--- config.mk ---
export PLATFORM = sky130hd
export DESIGN_NAME = lsu_core
export DESIGN_NICKNAME = d
export VERILOG_FILES = /design/src/rtl/lsu_pkg.sv /design/src/rtl/lsu_store_align.sv /design/src/rtl/lsu_load_extend.sv /design/src/rtl/lsu_cause_map.sv /design/src/rtl/lsu_core.sv
export SDC_FILE = /design/constraint.sdc
export NUM_CORES = 1
export LEC_CHECK = 0
export BUFFER_PORTS_ARGS = -buffer_cell sky130_fd_sc_hd__buf_2
export CAP_MARGIN = 30
export CORE_ASPECT_RATIO = 0.75
export CORE_MARGIN = 2
export CORE_UTILIZATION = 25
export DETAILED_ROUTE_END_ITERATION = 10
export GPL_TIMING_DRIVEN = 0
export PLACE_DENSITY_LB_ADDON = 0.15
export REMOVE_ABC_BUFFERS = 1
export SLEW_MARGIN = 15
export SYNTH_ARGS = -nofsm -noshare
export SYNTH_HDL_FRONTEND = slang
export SYNTH_HIERARCHICAL = 1
export SYNTH_SLANG_ARGS = --single-unit
--- constraint.sdc ---
create_clock -name clk -period 2 [get_ports clk]
set_clock_uncertainty 0.1 [all_clocks]
set_input_delay 0.4 -clock clk [delete_from_list [all_inputs] [get_ports clk]]
set_output_delay 0.4 -clock clk [all_outputs]
set_load 0.01 [all_outputs]
--- src/rtl/lsu_pkg.sv ---
package lsu_pkg;

  localparam int unsigned WORD_W  = 32;
  localparam int unsigned LANES   = WORD_W / 8;
  localparam int unsigned LANE_AW = $clog2(LANES);
  localparam int unsigned CAUSE_W = 4;

  typedef enum logic [1:0] {
    SZ_BYTE = 2'b00,
    SZ_HALF = 2'b01,
    SZ_WORD = 2'b10
  } acc_size_e;

  typedef enum logic {
    ST_IDLE = 1'b0,
    ST_WAIT = 1'b1
  } lsu_state_e;

  localparam logic [CAUSE_W-1:0] CAUSE_LD_MISALIGN = 4'd4;
  localparam logic [CAUSE_W-1:0] CAUSE_LD_FAULT    = 4'd5;
  localparam logic [CAUSE_W-1:0] CAUSE_ST_MISALIGN = 4'd6;
  localparam logic [CAUSE_W-1:0] CAUSE_ST_FAULT    = 4'd7;

endpackage

--- src/rtl/lsu_store_align.sv ---
module lsu_store_align
  import lsu_pkg::*;
(
  input  logic [1:0]         size,
  input  logic [LANE_AW-1:0] lane,
  input  logic [WORD_W-1:0]  data_in,
  output logic [LANES-1:0]   strb,
  output logic [WORD_W-1:0]  data_out
);

  always_comb begin
    case (size)
      SZ_BYTE: begin
        strb     = 4'b0001 << lane;
        data_out = {LANES{data_in[7:0]}};
      end
      SZ_HALF: begin
        strb     = 4'b0011 << {lane[1], 1'b0};
        data_out = {(LANES/2){data_in[15:0]}};
      end
      default: begin
        strb     = '1;
        data_out = data_in;
      end
    endcase
  end

endmodule

--- src/rtl/lsu_load_extend.sv ---
module lsu_load_extend
  import lsu_pkg::*;
(
  input  logic [1:0]         size,
  input  logic [LANE_AW-1:0] lane,
  input  logic               zext,
  input  logic [WORD_W-1:0]  word_in,
  output logic [WORD_W-1:0]  data_out
);

  logic [7:0]  pick_b;
  logic [15:0] pick_h;
  logic        fill_b;
  logic        fill_h;

  always_comb begin
    case (lane)
      2'd0:    pick_b = word_in[7:0];
      2'd1:    pick_b = word_in[15:8];
      2'd2:    pick_b = word_in[23:16];
      default: pick_b = word_in[31:24];
    endcase
    pick_h = lane[1] ? word_in[31:16] : word_in[15:0];
    fill_b = ~zext & pick_b[7];
    fill_h = ~zext & pick_h[15];
  end

  always_comb begin
    case (size)
      SZ_BYTE: data_out = {{(WORD_W-8){fill_b}}, pick_b};
      SZ_HALF: data_out = {{(WORD_W-16){fill_h}}, pick_h};
      default: data_out = word_in;
    endcase
  end

endmodule

--- src/rtl/lsu_cause_map.sv ---
module lsu_cause_map
  import lsu_pkg::*;
(
  input  logic [1:0]         size,
  input  logic [LANE_AW-1:0] lane,
  input  logic               is_store,
  output logic               misaligned,
  output logic [CAUSE_W-1:0] align_cause,
  output logic [CAUSE_W-1:0] bus_cause
);

  always_comb begin
    case (size)
      SZ_BYTE: misaligned = 1'b0;
      SZ_HALF: misaligned = lane[0];
      default: misaligned = |lane;
    endcase
    align_cause = is_store ? CAUSE_ST_MISALIGN : CAUSE_LD_MISALIGN;
    bus_cause   = is_store ? CAUSE_ST_FAULT    : CAUSE_LD_FAULT;
  end

endmodule

--- src/rtl/lsu_core.sv ---
module lsu_core
  import lsu_pkg::*;
#(
  parameter int unsigned ADDR_W = 32,
  parameter int unsigned AMO_W  = 4
) (
  input  logic              clk,
  input  logic              rst_n,
  input  logic              op_valid,
  input  logic              op_store,
  input  logic [1:0]        op_size,
  input  logic              op_unsigned,
  input  logic [ADDR_W-1:0] op_addr,
  input  logic [31:0]       op_wdata,
  output logic              op_stall,
  output logic              op_done,
  output logic              op_trap,
  output logic [3:0]        op_cause,
  output logic [31:0]       op_rdata,
  output logic              req_valid,
  input  logic              req_ready,
  output logic [ADDR_W-1:0] req_addr,
  output logic              req_we,
  output logic [1:0]        req_size,
  output logic [31:0]       req_wdata,
  output logic [3:0]        req_wstrb,
  output logic [AMO_W-1:0]  req_amo,
  input  logic              rsp_valid,
  output logic              rsp_ready,
  input  logic [31:0]       rsp_rdata,
  input  logic              rsp_err
);

  lsu_state_e         state_q, state_d;
  logic               state_en;
  logic [LANE_AW-1:0] lane;
  logic               misaligned;
  logic [CAUSE_W-1:0] align_cause, bus_cause;
  logic               idle, issue, accept, resp_fire, align_fire;

  assign lane = op_addr[LANE_AW-1:0];

  lsu_cause_map u_cause (
    .size        (op_size),
    .lane        (lane),
    .is_store    (op_store),
    .misaligned  (misaligned),
    .align_cause (align_cause),
    .bus_cause   (bus_cause)
  );

  lsu_store_align u_store (
    .size     (op_size),
    .lane     (lane),
    .data_in  (op_wdata),
    .strb     (req_wstrb),
    .data_out (req_wdata)
  );

  lsu_load_extend u_load (
    .size     (op_size),
    .lane     (lane),
    .zext     (op_unsigned),
    .word_in  (rsp_rdata),
    .data_out (op_rdata)
  );

  // Issue and completion decode
  always_comb begin
    idle       = (state_q == ST_IDLE);
    issue      = idle && op_valid && !misaligned;
    accept     = issue && req_ready;
    align_fire = idle && op_valid && misaligned;
    resp_fire  = (state_q == ST_WAIT) && rsp_valid;
  end

  assign req_valid = issue;
  assign req_addr  = op_addr;
  assign req_we    = op_store;
  assign req_size  = op_size;
  assign req_amo   = '0;
  assign rsp_ready = (state_q == ST_WAIT);

  always_comb begin
    op_done  = align_fire || resp_fire;
    op_trap  = align_fire || (resp_fire && rsp_err);
    if (align_fire)                op_cause = align_cause;
    else if (resp_fire && rsp_err) op_cause = bus_cause;
    else                           op_cause = '0;
    op_stall = (!idle || op_valid) && !op_done;
  end

  // Next state
  always_comb begin
    state_d  = state_q;
    state_en = 1'b0;
    case (state_q)
      ST_IDLE: if (accept) begin
        state_d  = ST_WAIT;
        state_en = 1'b1;
      end
      default: if (resp_fire) begin
        state_d  = ST_IDLE;
        state_en = 1'b1;
      end
    endcase
  end

  // State register
  always_ff @(posedge clk or negedge rst_n) begin
    if (!rst_n)        state_q <= ST_IDLE;
    else if (state_en) state_q <= state_d;
  end

  // nothing misaligned ever reaches the bus
  p_req_aligned_r7: assert property (@(posedge clk) disable iff (!rst_n)
    req_valid |-> !((req_size == SZ_HALF) && req_addr[0])
               && !((req_size == SZ_WORD) && (req_addr[1:0] != 2'b00)));

  p_strobe_count_r2: assert property (@(posedge clk) disable iff (!rst_n)
    (req_valid && req_we) |->
      ($countones(req_wstrb) == ((req_size == SZ_BYTE) ? 1 :
                                 (req_size == SZ_HALF) ? 2 : 4)));

  p_hold_request_r11: assert property (@(posedge clk) disable iff (!rst_n)
    (req_valid && !req_ready) |=> (req_valid && $stable(req_addr) && $stable(req_wstrb)));

  p_one_outstanding_r11: assert property (@(posedge clk) disable iff (!rst_n)
    (req_valid && req_ready) |=> !req_valid);

  p_load_fault_r8: assert property (@(posedge clk) disable iff (!rst_n)
    (rsp_valid && rsp_ready && rsp_err && !op_store) |-> (op_trap && op_cause == 4'd5));

  p_store_fault_r9: assert property (@(posedge clk) disable iff (!rst_n)
    (rsp_valid && rsp_ready && rsp_err && op_store) |-> (op_trap && op_cause == 4'd7));

  p_done_frees_r10: assert property (@(posedge clk) disable iff (!rst_n)
    op_done |-> !op_stall);

endmodule

==> results of run 1 <==
==> how the worst max path moves through the flow <==
stage | start | end | slack [ns]
after floorplan | op_addr[0] | op_rdata[10] | -0.40
after global placement | op_size[1] | op_rdata[8] | -2.31
after detailed placement | op_size[1] | op_rdata[30] | -1.25
after CTS | op_addr[0] | op_rdata[14] | -0.07
after global routing | op_addr[0] | op_rdata[11] | -0.12
final | op_addr[0] | op_rdata[11] | -0.06
==> critical path, delay by kind of cell <==
family / cells / cell delay (ns)
buf+inv: 3 / 0.46
compound gates: 2 / 0.40
mux: 1 / 0.30
==> per-stage QoR <==
stage,util [%],total power (µW)
after floorplan,-,313.1
after global placement,30.65,602.7
after detailed placement,31.47,618.5
after CTS,35.64,701.0
after global routing,36.68,769.3
final,36.68,710.9
==> timing repair <==
action	4_1_cts	5_1_grt
hold endpoints to repair	0	0
cloned	4	0
resized for setup	36	7
pin swaps	27	7
buffers inserted	10	6
endpoints found under the setup margin	54	35
==> routing by layer <==
layer / wire (µm) / track usage [%] / part of all wire, % / vias up
li1: - / - / - / 1042
met1: 3880 / 26.46 / 48 / 1011
met2: 3283 / 24.34 / 40 / 122
met3: 909 / 6.979 / 11 / 6
met4: 54 / 1.081 / 0.66 / 0
met5: 0 / 5.844 / 0 / -
==> final cells by class <==
type / instances / area, µm²
multi-input combinational: 169 / 1398
timing repair buffer: 179 / 1117
fill: 808 / 4642
sequential: 1 / 25.02
inverter: 4 / 22.52
tap: 101 / 126.4
==> power groups by stage <==
stage | clock network [µW] | registers [µW] | logic (µW)
5_1_grt | 0 | 26.9 | 742
3_3_place_gp | 0 | 25.9 | 577
3_5_place_dp | 0 | 26.0 | 593
6_report | 0 | 26.4 | 685
4_1_cts | 0 | 25.9 | 675
2_1_floorplan | 0 | 26.1 | 287
==> cell usage after synthesis, types with 2 or more instances <==
cell and n:
buf_4 57, nand2_1 33, mux2i_1 23, mux2_2 17
nor2b_1 10, o211ai_2 10, a22oi_1 9, o21ai_2 8
o221ai_1 8, buf_6 7, clkbuf_1 7, o211ai_1 7
o22a_1 7, buf_2 4, o21bai_1 4, a22o_2 3
conb_1 3, inv_1 3, nor2_1 3, a21o_2 2
a22o_1 2, or2_1 2
==> cells by family (layout without fill, tap and decap cells) <==
family / after synthesis / in the layout
flops: 1 / 1
mux: 41 / 41
simple gates: 54 / 55
compound gates: 63 / 63
other cells: 3 / 10
buf+inv: 80 / 183
==> results.toml, run 1 <==
[outcome]
status = "finished with violations"
violations = "setup timing"

[die]
die_area_um2 = 8244
die_width_um = 104.2
num_rows = 27
die_h_um = 79.14
pin_count = 222
core_area_um2 = 7331
initial_utilization_pct = 25.67

[setup_path]
path_class = "in2out"
worstReg2RegEnd = "rsp_ready"
worst_ep_arrival_time_ns = 1.56
crit_fanout = 8
reg2reg_slack_ns = 0.99
regToRegStartpoint = "rsp_ready"
cp_slowest_cell = "mux2_4"
path_cells = "buf_12 -> mux2_4 -> a32oi_4 -> buf_6 -> o221ai_2 -> buf_2"
critPathLaunchType = "input port"
end_kind = "primary output"
crit_required_ns = 1.50
cpPeakStageDelay_ns = 0.30
reg2reg_depth = 2

[synth]
synth_warnings = 6
ys_seq_area_share_pct = 1.330
synth.area.mux_share_pct = 23.01
synth_flop_cell = "dfrtp_1"
yosys-top-cells-area = "buf_4 (23%), mux2i_1 (12%), mux2_2 (10%)"
avgSynthCellArea_um2 = 7.776
syn_area_um2 = 1882
synth_xor_area_share_pct = 0
yosys.area_share.adder_pct = 0
synthDominantCellAreaShare_pct = 22.74
netlist-cell-type-count = 35
synth_top_family_by_area = "buffers and inverters"
synth_cells = 242
synth-simple-area-share_pct = 13.63
synth-compound-area-share_pct = 30.45
synth-seq-cells = 1
synth_edf_count = 0
async_flop_share_pct = 100.0
yosysTopAreaCell = "buf_4"

[pwr]
switching_share_pct = 48.55
p_clk_share_pct = 0
p_int_uw = 365.7
pwr-share-comb_pct = 96.3
power_leakage_uw = 0.001407
irDropWorstVdd_v = 0.00007360
p_seq_share_pct = 3.7
power.density_nw_per_um2 = 264.4
p_sw_uw = 345.2

[placed_design]
place_area_um2 = 2307
gp_congestion = 0.7459
hpwlAfterDp_mm = 5.679
io_buffer_count = 156
dp_slack_ns = -1.252
dp_cells = 434

[grt]
grt_max_degree = 35
grt_pass1_wl_mm = 11.64
grtUsageTotal_pct = 17.86
overflow = 0
first_global_vias = 1995
antenna_found_initial = 0

[cells_and_area]
final_cell_mix = "buf_2 (152), nand2_1 (33), mux2i_1 (23)"
syn_to_final_growth_pct = 42.89
final_common_cell = "buf_2"
finalNetCount = 461
n_antenna_cell = 0
drive_above_1_share_pct = 67.71
final_cell_area_um2 = 2689
stdcell_count = 454
largest_reg_flops = 1

[sta]
period_needed_ns = 2.062
finalHoldViolations = 0
rsz0062_at_grt = "yes"
fin_ws_ns = -0.06157
report.final.slew_viol_count = 0
timing.final.crit_share_pct = 103.1
hold_slack_ns = 0.07437
fmax_mhz = 485.1
final-setup-viol-count = 25
tns_ns = -0.8964

[clocking]
clk_pin_slew_ns = 0
postCtsHoldBufs = 0
clock_latency_ns = 0

[detailed_routing]
drt_iter0_markers = 80
finalWirelength_mm = 8.129
firstDrtPassIters = 4
viasPerCell = 4.804
drc_errors = 0
wl_per_cell_um = 17.91
drtAntennaViolNets = 0
num_vias = 2181

[run]
cap_violations = 0

[hold_path]
hold_class = "in2async"
(Power assumes the default switching activity.)
==> run 2, diff against run 1 <==
Settings changed: REMOVE_ABC_BUFFERS 1 to unset.
==> results.toml, run 2 (synthesized netlist as in run 1, its figures left out) <==
[placed_design]
io_buffer_count = 185
hpwlAfterDp_mm = 5.808
dp_slack_ns = -0.4811
place_area_um2 = 3002
gp_congestion = 0.8756

[die]
die_area_um2 = 8244
num_rows = 27
pin_count = 222
core_area_um2 = 7331
die_h_um = 79.14
die_width_um = 104.2
initial_utilization_pct = 25.67

[sta]
fmax_mhz = 471.3
final-setup-viol-count = 25
tns_ns = -2.439
fin_ws_ns = -0.1220
hold_slack_ns = 0.07567
finalHoldViolations = 0
timing.final.crit_share_pct = 106.1
report.final.slew_viol_count = 0
period_needed_ns = 2.122
rsz0062_at_grt = "yes"

[pwr]
p_seq_share_pct = 3.1
pwr-share-comb_pct = 96.9
power_leakage_uw = 0.001845
switching_share_pct = 45.84
p_int_uw = 458.3
p_clk_share_pct = 0
power.density_nw_per_um2 = 254.3
irDropWorstVdd_v = 0.00009646
p_sw_uw = 387.8

[hold_path]
hold_class = "in2async"

[detailed_routing]
wl_per_cell_um = 13.32
drc_errors = 0
viasPerCell = 4.463
num_vias = 2450
drt_iter0_markers = 78
drtAntennaViolNets = 0
finalWirelength_mm = 7.310
firstDrtPassIters = 4

[cells_and_area]
post-route-util_pct = 45.38
multi_input_area_um2 = 1389
finalNetCount = 556
final_cell_area_um2 = 3327
final_cell_mix = "buf_2 (180), buf_4 (65), nand2_1 (33)"
nFillCells = 761
regArea_um2 = 25.02
syn_to_final_growth_pct = 76.80
final_common_cell = "buf_2"
drive_above_1_share_pct = 72.77
largest_reg_flops = 1
n_antenna_cell = 0

[grt]
antenna_found_initial = 0
first_global_vias = 2257
grtUsageTotal_pct = 15.65
grt_max_degree = 11
grt_pass1_wl_mm = 10.87
overflow = 0

[setup_path]
worst_ep_arrival_time_ns = 1.62
end_kind = "primary output"
crit_fanout = 5
path_class = "in2out"
critPathLaunchType = "input port"
crit_required_ns = 1.50

[outcome]
violations = "setup timing"
status = "finished with violations"

[clocking]
clock_latency_ns = 0
clk_pin_slew_ns = 0
postCtsHoldBufs = 0

[run]
cap_violations = 0
## run 2: worst paths after layout
| check | from | endpoint | slack [ns] | cells past startpoint |
|---|---|---|---|---|
| min reg2reg | rsp_ready | rsp_ready | 0.57 | 1 |
| max in group asynchronous | rst_n | rsp_ready | 1.64 | 1 |
| max | op_size[1] | op_rdata[19] | -0.12 | 7 |
| max reg2reg | rsp_ready | rsp_ready | 0.85 | 2 |
| min in group clk | req_ready | rsp_ready | 0.55 | 2 |
| min | rst_n | rsp_ready | 0.08 | 1 |
## run 2: power groups by stage
stage	Sequential, µW	Combinational (µW)	Clock (µW)
after floorplan	26.1	452	0
after global placement	26.0	740	0
after detailed placement	26.2	747	0
after CTS	26.2	802	0
after global routing	26.6	887	0
final	26.2	820	0
## run 2: area by class of cell
cell class / instances / share of cell area, %
multi-input cells: 168 / 41.74
inverters: 4 / 0.4513
well taps: 101 / 3.798
plain buffers: 73 / 17.94
flip-flops and latches: 1 / 0.7522
repair buffers: 202 / 35.31
## run 2: critical path, cell delays in order
cell and delay (ns):
buf_12 0.11, or2_4 0.24, or3_1 0.36, buf_6 0.15, buf_6 0.13, o211ai_1 0.08
buf_2 0.16
## run 2: stage by stage
step	instances	total power, µW
finish	549	846.1
global route	549	913.8
CTS	548	827.9
detailed placement	535	772.9
global placement	535	766.5
floorplan	249	477.7
## run 2: routing by layer
layer  track usage [%]  wire length, µm  up-vias
met5                 0                0        -
met4             2.027               53        0
met3             2.053              616        4
met1             20.38             3102     1097
met2             28.36             3538      117
li1                  -                -     1232
## run 2: what timing repair did
item | 4_1_cts | 5_1_grt
buffers inserted | 12 | 1
gates cloned | 3 | 1
setup endpoints to repair | 32 | 37
resized for setup | 35 | 21
pin swaps | 9 | 10
==> run 3, diff against run 2 <==
Settings changed: ABC_AREA set to 1, CAP_MARGIN 30 to 20.
==> results.toml, run 3 <==
[clocking]
clk_pin_slew_ns = 0
postCtsHoldBufs = 0
clock_latency_ns = 0

[die]
die_h_um = 80.82
die_area_um2 = 8600
initial_utilization_pct = 26.23
core_area_um2 = 7500
pin_count = 222
num_rows = 27
die_width_um = 106.4

[setup_path]
end_kind = "primary output"
reg2reg_depth = 3
worst_ep_arrival_time_ns = 1.47
reg2reg_slack_ns = 1.10
critPathLaunchType = "input port"
crit_fanout = 7
path_class = "in2out"
crit_required_ns = 1.50

[pwr]
p_sw_uw = 414.5
p_seq_share_pct = 2.9
irDropWorstVdd_v = 0.0001238
p_clk_share_pct = 0
p_int_uw = 406.7
switching_share_pct = 50.47
pwr-share-comb_pct = 97.1
power_leakage_uw = 0.002142
power.density_nw_per_um2 = 248.4

[detailed_routing]
drt_iter0_markers = 138
finalWirelength_mm = 7.852
viasPerCell = 4.260
drc_errors = 0
firstDrtPassIters = 4
num_vias = 2735
wl_per_cell_um = 12.23
drtAntennaViolNets = 0

[synth]
syn_area_um2 = 1967
async_flop_share_pct = 100.0
synth-seq-cells = 1
avgSynthCellArea_um2 = 5.836
synth_flop_cell = "dfrtp_1"
synth_cells = 337
yosysMostFrequentCell = "nand2_1"
yosysTopAreaCell = "nand2_1"
netlist-cell-type-count = 28
synth_warnings = 6
yosys-top-cells-area = "nand2_1 (27%), buf_4 (21%), nand3_2 (19%)"
synth_edf_count = 0
yosys-top-cells-count = "nand2_1 (144), buf_4 (56), nand3_2 (37)"
synthDominantCellAreaShare_pct = 27.48
ys_seq_area_share_pct = 1.272

[cells_and_area]
stdcell_count = 642
multi_input_area_um2 = 1351
final_common_cell = "buf_2"
syn_to_final_growth_pct = 68.07
drive_above_1_share_pct = 60.26
largest_reg_flops = 1
final_cell_mix = "buf_2 (181), nand2_1 (142), buf_4 (64)"
post-route-util_pct = 44.08
regArea_um2 = 25.02
finalNetCount = 649
nFillCells = 828
n_antenna_cell = 0

[hold_path]
hold_class = "in2async"

[sta]
final-setup-viol-count = 0
hold_slack_ns = 0.07504
report.final.slew_viol_count = 0
timing.final.crit_share_pct = 98.44
fmax_mhz = 507.9
tns_ns = 0
finalHoldViolations = 0
period_needed_ns = 1.969
rsz0062_at_grt = "yes"
fin_ws_ns = 0.03114

[placed_design]
io_buffer_count = 185
gp_congestion = 0.8228
hpwlAfterDp_mm = 6.378
dp_cells = 630
dp_slack_ns = -0.1571

[outcome]
status = "complete, no violations"

[grt]
grtUsageTotal_pct = 16.14
antenna_found_initial = 0
grt_max_degree = 11
first_global_vias = 2434
grt_pass1_wl_mm = 11.57
overflow = 0

[run]
cap_violations = 0
-- run 3: cell types whose count changed in the layout (fill, tap and decap cells not counted), moves of 6 or more --
cell / change
o211ai_2: -9
nand2_1: +109
mux2i_1: -23
nand3_1: +6
nor2b_1: -7
o22a_1: -7
o21ai_1: +10
o21ai_2: -8
inv_1: +14
a21oi_1: +8
nand3_2: +37
a22oi_1: -9
mux2_2: -15
-- run 3: path summary, 6_finish.rpt --
check	to	startpoint
min in group clk	rsp_ready	rsp_ready
hold reg to reg	rsp_ready	rsp_ready
max in group asynchronous	rsp_ready	rst_n
setup reg to reg	rsp_ready	rsp_ready
hold / removal	rsp_ready	rst_n
setup / recovery	op_rdata[12]	op_addr[1]
-- run 3: kinds of logic (layout without fill, tap and decap cells) --
kind of cell | after synthesis | after routing | share of synthesized area (%)
AOI/OAI and AO/OA | 32 | 32 | 9.541
buffers and inverters | 95 | 292 | 33.65
DFF | 1 | 1 | 1.272
other | 3 | 10 | 0.5725
and+or+nand+nor | 206 | 206 | 54.96
-- run 3: critical path, stage by stage --
cell and delay (ns):
buf_6 0.12, buf_6 0.13, nor2_4 0.10, nand2_2 0.07, nand3_4 0.07, nand3_4 0.18, clkbuf_16 0.22, nand3_2 0.05
buf_2 0.13
-- run 3: cell type report --
type | count | area share [%]
Multi-Input combinational cell | 248 | 40.88
Timing Repair Buffer | 197 | 33.84
Buffer | 73 | 17.98
Tap cell | 101 | 3.823
Inverter | 22 | 2.725
Sequential cell | 1 | 0.7570
-- run 3: metal layers --
| metal | global-route usage, % | vias up | part of all wire (%) |
|---|---|---|---|
| li1 | - | 1412 | - |
| met1 | 23.12 | 1187 | 46 |
| met2 | 28.27 | 136 | 46 |
| met3 | 1.043 | 0 | 8.3 |
| met4 | 0.5195 | 0 | 0 |
| met5 | 0 | - | 0 |
-- run 3: what timing repair did --
| item | CTS | global route |
|---|---|---|
| buffers inserted | 3 | 7 |
| resized for setup | 5 | 26 |
| gates cloned | 0 | 2 |
| pin swaps | 0 | 4 |
| endpoints found under the setup margin | 25 | 33 |
-- run 3: power groups by stage --
stage | Combinational (µW) | Sequential (µW) | Clock, µW
2_1_floorplan | 436 | 25.2 | 0
3_3_place_gp | 740 | 24.2 | 0
3_5_place_dp | 744 | 24.3 | 0
4_1_cts | 754 | 24.3 | 0
5_1_grt | 875 | 24.5 | 0
6_report | 797 | 24.2 | 0
-- run 3: stage by stage --
step,power [µW],cell area (µm²)
2_1_floorplan,461.2,1993
3_3_place_gp,764.4,3045
3_5_place_dp,768.7,3045
4_1_cts,778.6,3084
5_1_grt,900.0,3306
6_report,821.2,3306
